`config.mk`:
```
export PLATFORM = sky130hd
export DESIGN_NAME = panel_timing_gen
export DESIGN_NICKNAME = d
export VERILOG_FILES = /design/src/rtl/tg_pkg.sv /design/src/rtl/tg_regs.sv /design/src/rtl/tg_sequencer.sv /design/src/rtl/tg_decode.sv /design/src/rtl/panel_timing_gen.sv
export SDC_FILE = /design/constraint.sdc
export NUM_CORES = 1
export LEC_CHECK = 0
export ABC_AREA = 1
export BUFFER_PORTS_ARGS = -buffer_cell sky130_fd_sc_hd__buf_2
export CORE_ASPECT_RATIO = 0.9
export CORE_UTILIZATION = 46
export DETAILED_ROUTE_END_ITERATION = 7
export GPL_ROUTABILITY_DRIVEN = 0
export MAX_ROUTING_LAYER = met4
export SETUP_SLACK_MARGIN = 0.5
export SLEW_MARGIN = 20
export SYNTH_ARGS = -nofsm -noshare
export SYNTH_HDL_FRONTEND = slang
export SYNTH_SLANG_ARGS = --single-unit
```
`constraint.sdc`:
```
create_clock -name clk -period 7.8 [get_ports clk]
set_clock_uncertainty 0.15 [all_clocks]
set_input_delay 0.39 -clock clk [delete_from_list [all_inputs] [get_ports clk]]
set_output_delay 0.39 -clock clk [all_outputs]
set_load 0.05 [all_outputs]
```
`src/rtl/tg_pkg.sv`:
```
package tg_pkg;
    localparam int HW = 12;   // horizontal field width
    localparam int FW = 24;   // frame position width
    localparam int AW = 4;    // write address width
    localparam int DW = 32;   // write data width
    localparam int PW = 3;    // polarity bits

    localparam logic [AW-1:0] A_ENABLE = 4'd0;
    localparam logic [AW-1:0] A_LINE   = 4'd1;
    localparam logic [AW-1:0] A_FPER   = 4'd2;
    localparam logic [AW-1:0] A_VSW    = 4'd3;
    localparam logic [AW-1:0] A_HWIN   = 4'd4;
    localparam logic [AW-1:0] A_VSTART = 4'd5;
    localparam logic [AW-1:0] A_VEND   = 4'd6;
    localparam logic [AW-1:0] A_POL    = 4'd7;
    localparam logic [AW-1:0] A_CLEAR  = 4'd8;

    typedef struct packed {
        logic [HW-1:0] lper;
        logic [HW-1:0] hsw;
        logic [HW-1:0] hstart;
        logic [HW-1:0] hend;
        logic [FW-1:0] fper;
        logic [FW-1:0] vsw;
        logic [FW-1:0] vstart;
        logic [FW-1:0] vend;
        logic [PW-1:0] pol;
    } tg_cfg_t;

    typedef enum logic [0:0] {
        TG_IDLE = 1'b0,
        TG_RUN  = 1'b1
    } tg_state_e;
endpackage

```
`src/rtl/tg_regs.sv`:
```
module tg_regs
    import tg_pkg::*;
(
    input  logic          clk,
    input  logic          rst_n,
    input  logic          wr_en,
    input  logic [AW-1:0] wr_addr,
    input  logic [DW-1:0] wr_data,
    input  logic          run,
    input  logic          frame_wrap,
    output tg_cfg_t       act,
    output logic          en_set,
    output logic          en_clr,
    output logic          clr
);
    tg_cfg_t stg_q;
    tg_cfg_t act_q;

    always_comb begin
        en_set = wr_en && (wr_addr == A_ENABLE) &&  wr_data[0];
        en_clr = wr_en && (wr_addr == A_ENABLE) && !wr_data[0];
        clr    = wr_en && (wr_addr == A_CLEAR)  &&  wr_data[0];
    end

    // staging copy: host writes land here
    always_ff @(posedge clk or negedge rst_n) begin
        if (!rst_n) begin
            stg_q <= '0;
        end else if (wr_en) begin
            unique case (wr_addr)
                A_LINE:   begin
                    stg_q.lper <= wr_data[16 +: HW];
                    stg_q.hsw  <= wr_data[0 +: HW];
                end
                A_FPER:   stg_q.fper   <= wr_data[FW-1:0];
                A_VSW:    stg_q.vsw    <= wr_data[FW-1:0];
                A_HWIN:   begin
                    stg_q.hend   <= wr_data[16 +: HW];
                    stg_q.hstart <= wr_data[0 +: HW];
                end
                A_VSTART: stg_q.vstart <= wr_data[FW-1:0];
                A_VEND:   stg_q.vend   <= wr_data[FW-1:0];
                A_POL:    stg_q.pol    <= wr_data[PW-1:0];
                default:  ;
            endcase
        end
    end

    // working copy: follows staging while stopped, reloads at frame wrap
    always_ff @(posedge clk or negedge rst_n) begin
        if (!rst_n) begin
            act_q <= '0;
        end else if (!run || frame_wrap) begin
            act_q <= stg_q;
        end
    end

    assign act = act_q;
endmodule

```
`src/rtl/tg_sequencer.sv`:
```
module tg_sequencer
    import tg_pkg::*;
(
    input  logic          clk,
    input  logic          rst_n,
    input  logic          en_set,
    input  logic          en_clr,
    input  tg_cfg_t       act,
    output logic          run,
    output logic          frame_wrap,
    output logic [FW-1:0] fcnt,
    output logic [HW-1:0] hcnt
);
    tg_state_e state_q, state_d;
    logic [FW-1:0] fcnt_q;
    logic [HW-1:0] hcnt_q;

    always_comb begin
        state_d = state_q;
        unique case (state_q)
            TG_IDLE: if (en_set) state_d = TG_RUN;
            TG_RUN:  if (en_clr) state_d = TG_IDLE;
            default: state_d = TG_IDLE;
        endcase
    end

    always_ff @(posedge clk or negedge rst_n) begin
        if (!rst_n) state_q <= TG_IDLE;
        else        state_q <= state_d;
    end

    always_comb begin
        run        = (state_q == TG_RUN);
        frame_wrap = run && (fcnt_q >= act.fper - 1'b1);
    end

    always_ff @(posedge clk or negedge rst_n) begin
        if (!rst_n) begin
            fcnt_q <= '0;
            hcnt_q <= '0;
        end else if (!run || en_clr || frame_wrap) begin
            fcnt_q <= '0;
            hcnt_q <= '0;
        end else begin
            fcnt_q <= fcnt_q + 1'b1;
            hcnt_q <= (hcnt_q >= act.lper - 1'b1) ? '0 : hcnt_q + 1'b1;
        end
    end

    assign fcnt = fcnt_q;
    assign hcnt = hcnt_q;
endmodule

```
`src/rtl/tg_decode.sv`:
```
module tg_decode
    import tg_pkg::*;
(
    input  logic          clk,
    input  logic          rst_n,
    input  logic          run,
    input  logic          frame_wrap,
    input  logic          clr,
    input  tg_cfg_t       act,
    input  logic [FW-1:0] fcnt,
    input  logic [HW-1:0] hcnt,
    output logic          fs_set,
    output logic          hsync_o,
    output logic          vsync_o,
    output logic          de_o,
    output logic          frame_start_o,
    output logic          frame_irq_o,
    output logic [HW-1:0] pix_x_o,
    output logic [HW-1:0] pix_y_o
);
    logic          hs_lvl, vs_lvl, de_lvl;
    logic          first_q;
    logic [HW-1:0] y_d;

    always_comb begin
        fs_set = run && (fcnt == '0);
        hs_lvl = run && (hcnt < act.hsw);
        vs_lvl = run && (fcnt < act.vsw);
        de_lvl = run && (fcnt >= act.vstart) && (fcnt <= act.vend)
                     && (hcnt >= act.hstart) && (hcnt <= act.hend);
        if (!de_lvl)                 y_d = pix_y_o;
        else if (first_q)            y_d = '0;
        else if (hcnt == act.hstart) y_d = pix_y_o + 1'b1;
        else                         y_d = pix_y_o;
    end

    always_ff @(posedge clk or negedge rst_n) begin
        if (!rst_n) begin
            hsync_o       <= 1'b0;
            vsync_o       <= 1'b0;
            de_o          <= 1'b0;
            frame_start_o <= 1'b0;
            frame_irq_o   <= 1'b0;
            pix_x_o       <= '0;
            pix_y_o       <= '0;
            first_q       <= 1'b1;
        end else begin
            hsync_o       <= hs_lvl ^ act.pol[0];
            vsync_o       <= vs_lvl ^ act.pol[1];
            de_o          <= de_lvl ^ act.pol[2];
            frame_start_o <= fs_set;
            frame_irq_o   <= fs_set | (frame_irq_o & ~clr);
            pix_x_o       <= de_lvl ? (hcnt - act.hstart) : '0;
            pix_y_o       <= y_d;
            if (!run || frame_wrap) first_q <= 1'b1;
            else if (de_lvl)        first_q <= 1'b0;
        end
    end
endmodule

```
`src/rtl/panel_timing_gen.sv`:
```
module panel_timing_gen
    import tg_pkg::*;
(
    input  logic          clk,
    input  logic          rst_n,
    input  logic          wr_en,
    input  logic [AW-1:0] wr_addr,
    input  logic [DW-1:0] wr_data,
    output logic          hsync_o,
    output logic          vsync_o,
    output logic          de_o,
    output logic          frame_start_o,
    output logic          frame_irq_o,
    output logic [HW-1:0] pix_x_o,
    output logic [HW-1:0] pix_y_o
);
    tg_cfg_t       act_w;
    logic          run_w, wrap_w, en_set_w, en_clr_w, clr_w, fs_set_w;
    logic [FW-1:0] fcnt_w;
    logic [HW-1:0] hcnt_w;

    tg_regs regs_i (
        .clk(clk), .rst_n(rst_n), .wr_en(wr_en), .wr_addr(wr_addr),
        .wr_data(wr_data), .run(run_w), .frame_wrap(wrap_w), .act(act_w),
        .en_set(en_set_w), .en_clr(en_clr_w), .clr(clr_w)
    );

    tg_sequencer seq_i (
        .clk(clk), .rst_n(rst_n), .en_set(en_set_w), .en_clr(en_clr_w),
        .act(act_w), .run(run_w), .frame_wrap(wrap_w),
        .fcnt(fcnt_w), .hcnt(hcnt_w)
    );

    tg_decode dec_i (
        .clk(clk), .rst_n(rst_n), .run(run_w), .frame_wrap(wrap_w),
        .clr(clr_w), .act(act_w), .fcnt(fcnt_w), .hcnt(hcnt_w),
        .fs_set(fs_set_w), .hsync_o(hsync_o), .vsync_o(vsync_o),
        .de_o(de_o), .frame_start_o(frame_start_o),
        .frame_irq_o(frame_irq_o), .pix_x_o(pix_x_o), .pix_y_o(pix_y_o)
    );
endmodule

```
==> run_results.csv, run 1 <==
group,metric,value,unit
worst_setup_path,startpoint_type,"flip-flop",
floorplan,die_w,216.6,um
timing,setup_viol,0,
floorplan,die_area,0.04227,mm2
clock_tree,cts.htree.levels,2,
worst_setup_path,cpMostUsedCell,"nand2_1",
timing,rsz0062_at_grt,"no",
layout,n_antenna_cell,0,
timing,fin_crit_sh,59.92,%
global_route,grt_overflow,0,
worst_setup_path,cp_slowest_cell,"buf_4",
floorplan,io_pins,68,
worst_hold_path,hp-class,"input port to flip-flop",
synth,ys_warn_count,0,
placement,dp_hpwl,32.46,mm
routing,drt_wl_total,49.66,mm
global_route,grt_pass1_wl,81.09,mm
floorplan,fp-row-count,70,
clock_tree,post_cts_buffers,0,
routing,vias,15310,
routing,ant_nets,0,
worst_setup_path,worstSetupEndpointType,"flip-flop",
layout,layout-drive-gt1-share,7.235,%
synth,synth.most_common_cell,"nand2_1",
synth,netlist_instances,2284,
worst_setup_path,criticalPathCategory,"flip-flop to flip-flop",
worst_setup_path,critPathMaxFanout,114,
worst_setup_path,cp.required,8.10,ns
synth,synth.cell_area,0.01907,mm2
synth,yosysTopAreaCellShare,47.24,%
layout,area_delta_synth_final,11.08,%
pwr,p_leak,10.93,nW
synth,synthTopCellsByCount,"595 x nand2_1, 360 x dfrtp_1, 230 x inv_1",
clock_tree,clock_latency,0.57,ns
pwr,powerDensity,330.4,mW/mm2
timing,relSlewSlack,28.76,%
floorplan,core_area,0.04073,mm2
timing,drv_slew,0,
timing,hold_viol_final,0,
timing,holdWs,0.02872,ns
worst_setup_path,critPathArrivalTime,4.97,ns
routing,wire_per_inst,17.27,um
routing,drt-initial-drc-count,1088,
synth,avgSynthCellArea,8.349,um2
pwr,vdd_ir_drop_max,0.0001879,V
clock_tree,cts_hold_buf,7,
synth,ys_seq_elements,361,
worst_setup_path,crit_path_max_incr_delay,0.52,ns
timing,worst_pin_slew,1.069,ns
routing,viasPerCell,5.324,
timing,setup_tns,0,ns
timing,max_freq,213.9,MHz
global_route,grt_pass1_vias,15130,
synth,yosys-top-cells-area,"dfrtp_1 47%, nand2_1 12%, ha_1 9.7%",
clock_tree,path_clk_slew,0.06,ns
synth,ys_types,44,
placement,portBuffers,63,
global_route,grt_max_degree,148,
clock_tree,root_buffer,"clkbuf_16",
synth,async_flop_share,100.0,%
worst_setup_path,crit_chain,"inv_2 > nand2_1 > nor2_1 > nand2_2 > nor2_4 > nand2_2 > nor2_1 > nand2_1 > nor3_2 > xor2_1 > inv_1 > ha_1 > a21oi_1 > o21ai_0 > a21oi_1 > nand2_1 > nor2_4 > buf_4 > nand3_4 > buf_12 > nand2_1 > nand2_1",
routing,dr.pass1.iters,7,
clock_tree,clock-sinks,361,
synth,synth_fp_nets,2472,
clock_tree,numCtsBuffers,41,
clock_tree,cts_resized,0,
synth,synth.yosys.seq_area_share,47.38,%
timing,min_period,4.674,ns
routing,drc,0,
synth,synth_edf_count,0,
run_status,outcome,"complete, no violations",
layout,fillerInstances,3924,
layout,nets,2494,
layout,finalCoreUtilization,52.01,%
floorplan,dieHeight,195.2,um
synth,yosys.area.top_type,"dfrtp_1",
flow_run,cap_violations,0,
clock_tree,cts_buffer_depth,3,
global_route,grt_antenna_before_repair,1,
clock_tree,cts_tree,"built",
floorplan,start_util,46.82,%
synth,synthFlopType,"dfrtp_1",
global_route,grt_use_total,25.10,%
[layout make-up]
class                      count  area, um2  area share [%]
clock buffer                  62       1206           5.694
tap                          540      675.6           3.190
multi-input combinational   1584       8702           41.08
inverter                     234      878.3           4.147
timing repair buffer          84      558.0           2.635
clock inverter                11      122.6          0.5789
sequential                   361       9039           42.67
[report_power, final]
group | switching [mW] | total [mW] | internal, mW
clock network | 0.790 | 1.92 | 1.13
logic | 1.38 | 2.24 | 0.867
registers | 0.423 | 2.83 | 2.41
[registers in the layout, summed over array words and instances (netlist names), named ones only]
register             cells
dec_i.pix_y_o           12
dec_i.vsync_o            1
dec_i.frame_irq_o        1
seq_i.hcnt              12
dec_i.hsync_o            1
seq_i.fcnt              24
dec_i.first_q            1
regs_i.stg_q           147
regs_i.act             147
dec_i.frame_start_o      1
dec_i.de_o               1
dec_i.pix_x_o           12
[path summary, 6_finish.rpt]
check                                               from                      endpoint  slack, ns  cells after the start
min in group asynchronous                          rst_n  regs_i.stg_q[53]$_DFFE_PN0P_       0.29                      2
hold reg to reg            regs_i.stg_q[119]$_DFFE_PN0P_   regs_i.act[119]$_DFFE_PN0P_       0.31                      2
setup / recovery              regs_i.act[77]$_DFFE_PN0P_    regs_i.act[44]$_DFFE_PN0P_       3.13                     22
setup reg to reg              regs_i.act[77]$_DFFE_PN0P_    regs_i.act[44]$_DFFE_PN0P_       3.13                     22
hold / removal                               wr_data[21]  regs_i.stg_q[24]$_DFFE_PN0P_       0.03                      3
max in group asynchronous                          rst_n    regs_i.act[48]$_DFFE_PN0P_       5.49                      4
[worst max-delay path: cells and delay by family, from the launching register on]
family / cells / cell delay, ns
DFF: 1 / 0.41
and+or+nand+nor: 13 / 1.98
buffers and inverters: 4 / 1.06
xor gates and xnor gates: 1 / 0.15
AOI/OAI and AO/OA: 3 / 0.35
adders and majority gates: 1 / 0.30
[logic make-up after synthesis]
kind of cell	share of synthesized area, %
adder cells (fa/ha/maj)	9.816
AO/OA/AOI/OAI	7.388
AND/OR/NAND/NOR	25.32
flip-flops	47.38
buffers and inverters	7.250
XOR/XNOR	2.848
[stage by stage]
step	setup slack, ns	instance area [um2]	total power [mW]	std cells
after CTS	2.999	21150	7.051	2875
after global placement	3.109	19750	4.993	2795
after detailed placement	2.987	19750	5.090	2795
after global routing	2.673	21180	7.573	2876
after floorplan	4.651	19070	4.477	2284
final	3.126	21180	6.998	2876
[placed cells by master, fill, tap and decap left out, drive strengths merged, types with 27 or more instances in the layout]
master and n:
o21ai 97, a21oi 153, buf 77, nor3 27, dfrtp 360, nand2 598
ha 148, nor2 230, xor2 41, inv 234, nand4 182, clkbuf 62
nand3 47
[layer usage]
metal  routed length [um]  vias to the layer above  global-route usage (%)
met5                    0                        -                       -
met4                 1391                        0                   8.555
met3                 2334                       74                   3.100
met2                21920                      340                   37.67
met1                24010                     7353                   35.16
li1                     -                     7546                       -
Power figures use the tool's default switching activity.
==> run 2: changes to the inputs <==
clock period = 4.7 ns   (was 7.8 ns; I/O delays follow)
==> run_results.csv, run 2 (synthesized netlist as in run 1, its figures left out) <==
group,metric,value,unit
layout,layout-drive-gt1-share,7.865,%
pwr,p_total,11.74,mW
clock_tree,cts_buffer_depth,3,
routing,viasPerCell,5.360,
clock_tree,numCtsBuffers,40,
clock_tree,cts_tree,"built",
timing,rsz0062_at_grt,"yes",
timing,min_period,3.830,ns
timing,fin_ws,0.8700,ns
pwr,vdd_ir_drop_max,0.0002894,V
worst_setup_path,criticalPathCategory,"flip-flop to flip-flop",
floorplan,dieHeight,195.2,um
clock_tree,post_cts_buffers,0,
timing,drv_slew,0,
clock_tree,cts.htree.levels,2,
routing,drc,0,
global_route,grt_pass1_vias,15510,
timing,relSlewSlack,37.49,%
worst_setup_path,worst-path-buf-inv,3,
timing,setup_tns,0,ns
routing,ant_nets,0,
layout,area_delta_synth_final,12.97,%
worst_setup_path,cp.required,5.05,ns
worst_setup_path,cpMostUsedCell,"nand2_1",
global_route,grt_max_degree,106,
pwr,powerDensity,544.8,mW/mm2
floorplan,die_w,216.6,um
worst_setup_path,cp_slowest_cell,"dfrtp_1",
routing,dr.pass1.iters,5,
timing,hold_viol_final,0,
pwr,p_leak,11.11,nW
timing,setup_viol,0,
floorplan,start_util,46.82,%
floorplan,die_area,0.04227,mm2
worst_setup_path,startpoint_type,"flip-flop",
routing,drt_wl_total,50.66,mm
worst_setup_path,cp_top_family,"simple AND/OR/NAND/NOR gates",
global_route,grt_pass1_wl,82.59,mm
layout,final_common_cell,"nand2_1",
timing,worst_pin_slew,0.9377,ns
routing,drt-initial-drc-count,1214,
worst_setup_path,crit_path_max_incr_delay,0.41,ns
clock_tree,root_buffer,"clkbuf_16",
clock_tree,clock_latency,0.56,ns
layout,nets,2521,
layout,fillerInstances,3858,
worst_setup_path,worstSetupEndpointType,"flip-flop",
worst_hold_path,hp-class,"input port to flip-flop",
routing,vias,15570,
worst_setup_path,critPathMaxFanout,26,
clock_tree,path_clk_slew,0.06,ns
floorplan,io_pins,68,
global_route,grt_use_total,25.53,%
clock_tree,clock-sinks,361,
timing,fin_crit_sh,81.49,%
worst_setup_path,crit_chain,"inv_2 > nand2_1 > nor2_1 > nand2_2 > nor2_4 > nand2_2 > nor2_1 > nand2_1 > nor3_2 > xor2_1 > inv_1 > ha_1 > nand4_1 > nor3_2 > nand2_1 > a21oi_2 > nor2_4 > nand3_4 > buf_6 > nand2_1 > nand2_1",
worst_setup_path,critPathArrivalTime,4.18,ns
timing,max_freq,261.1,MHz
layout,layout_common_cells,"595 x nand2_1, 359 x dfrtp_1, 230 x inv_1",
layout,register_area,0.009039,mm2
layout,n_antenna_cell,0,
floorplan,fp-row-count,70,
placement,portBuffers,63,
layout,multiInputGateArea,0.008712,mm2
placement,dp_worst_setup_slack,0.5322,ns
routing,wire_per_inst,17.44,um
global_route,grt_antenna_before_repair,0,
floorplan,core_area,0.04073,mm2
timing,holdWs,0.04820,ns
flow_run,cap_violations,0,
global_route,grt_overflow,0,
run_status,outcome,"complete, no violations",
placement,dp_hpwl,32.98,mm
==> run 2: changes by cell type in the layout (fill, tap and decap cells not counted), moves of 2 or more <==
cell,delta
clkinv_2,+5
clkbuf_1,-7
buf_4,+2
buf_12,+4
dlygate4sd3_1,+19
clkinvlp_4,+2
buf_6,+2
==> run 2: worst paths after layout <==
| path | slack, ns | startpoint | cells past startpoint | endpoint |
|---|---|---|---|---|
| setup reg to reg | 0.87 | regs_i.act[77]$_DFFE_PN0P_ | 21 | regs_i.act[141]$_DFFE_PN0P_ |
| setup / recovery | 0.87 | regs_i.act[77]$_DFFE_PN0P_ | 21 | regs_i.act[141]$_DFFE_PN0P_ |
| hold reg to reg | 0.31 | regs_i.act[0]$_DFFE_PN0P_ | 1 | dec_i.hsync_o$_DFF_PN0_ |
| hold / removal | 0.05 | wr_data[8] | 3 | regs_i.stg_q[11]$_DFFE_PN0P_ |
| min in group asynchronous | 0.13 | rst_n | 2 | regs_i.act[6]$_DFFE_PN0P_ |
| max in group asynchronous | 3.11 | rst_n | 3 | dec_i.pix_x_o[5]$_DFF_PN0_ |
==> run 2: report_power, final <==
| group | internal, mW | switching, mW | total (mW) |
|---|---|---|---|
| Clock | 1.93 | 1.32 | 3.25 |
| Combinational | 1.48 | 2.30 | 3.79 |
| Sequential | 4.00 | 0.705 | 4.70 |
==> run 2: layer usage <==
layer  share of wire (%)  global-route usage (%)  wire (um)
met1                  47                   34.64      23770
met2                  45                   39.14      22990
met3                 5.3                   4.393       2686
met4                 2.4                   7.668       1209
met5                   0                       -          0
==> run 2: tightest hold or removal path: cells and delay by family <==
| family | cells | cell delay (ns) |
|---|---|---|
| compound gates | 1 | 0.20 |
| buf+inv | 2 | 0.27 |
==> run 2: repair_timing <==
item | 4_1_cts | 5_1_grt
hold buffers | 26 | 0
resized for setup | 0 | 6
hold endpoints to repair | 174 | 0
endpoints found under the setup margin | 0 | 129
==> run 2: stage by stage <==
step	instances	cell area, um2	util (%)
floorplan	2284	19070	-
global placement	2803	19840	48.73
detailed placement	2803	19840	48.73
CTS	2903	21480	52.73
global route	2905	21540	52.90
finish	2905	21540	52.90
==> run 2: cell type report <==
type,instances,share of cell area (%)
well taps,540,3.136
clock inverters,19,0.8944
inverters,234,4.077
repair buffers,111,4.019
flip-flops and latches,361,41.96
multi-input cells,1585,40.44
clock buffers,55,5.477
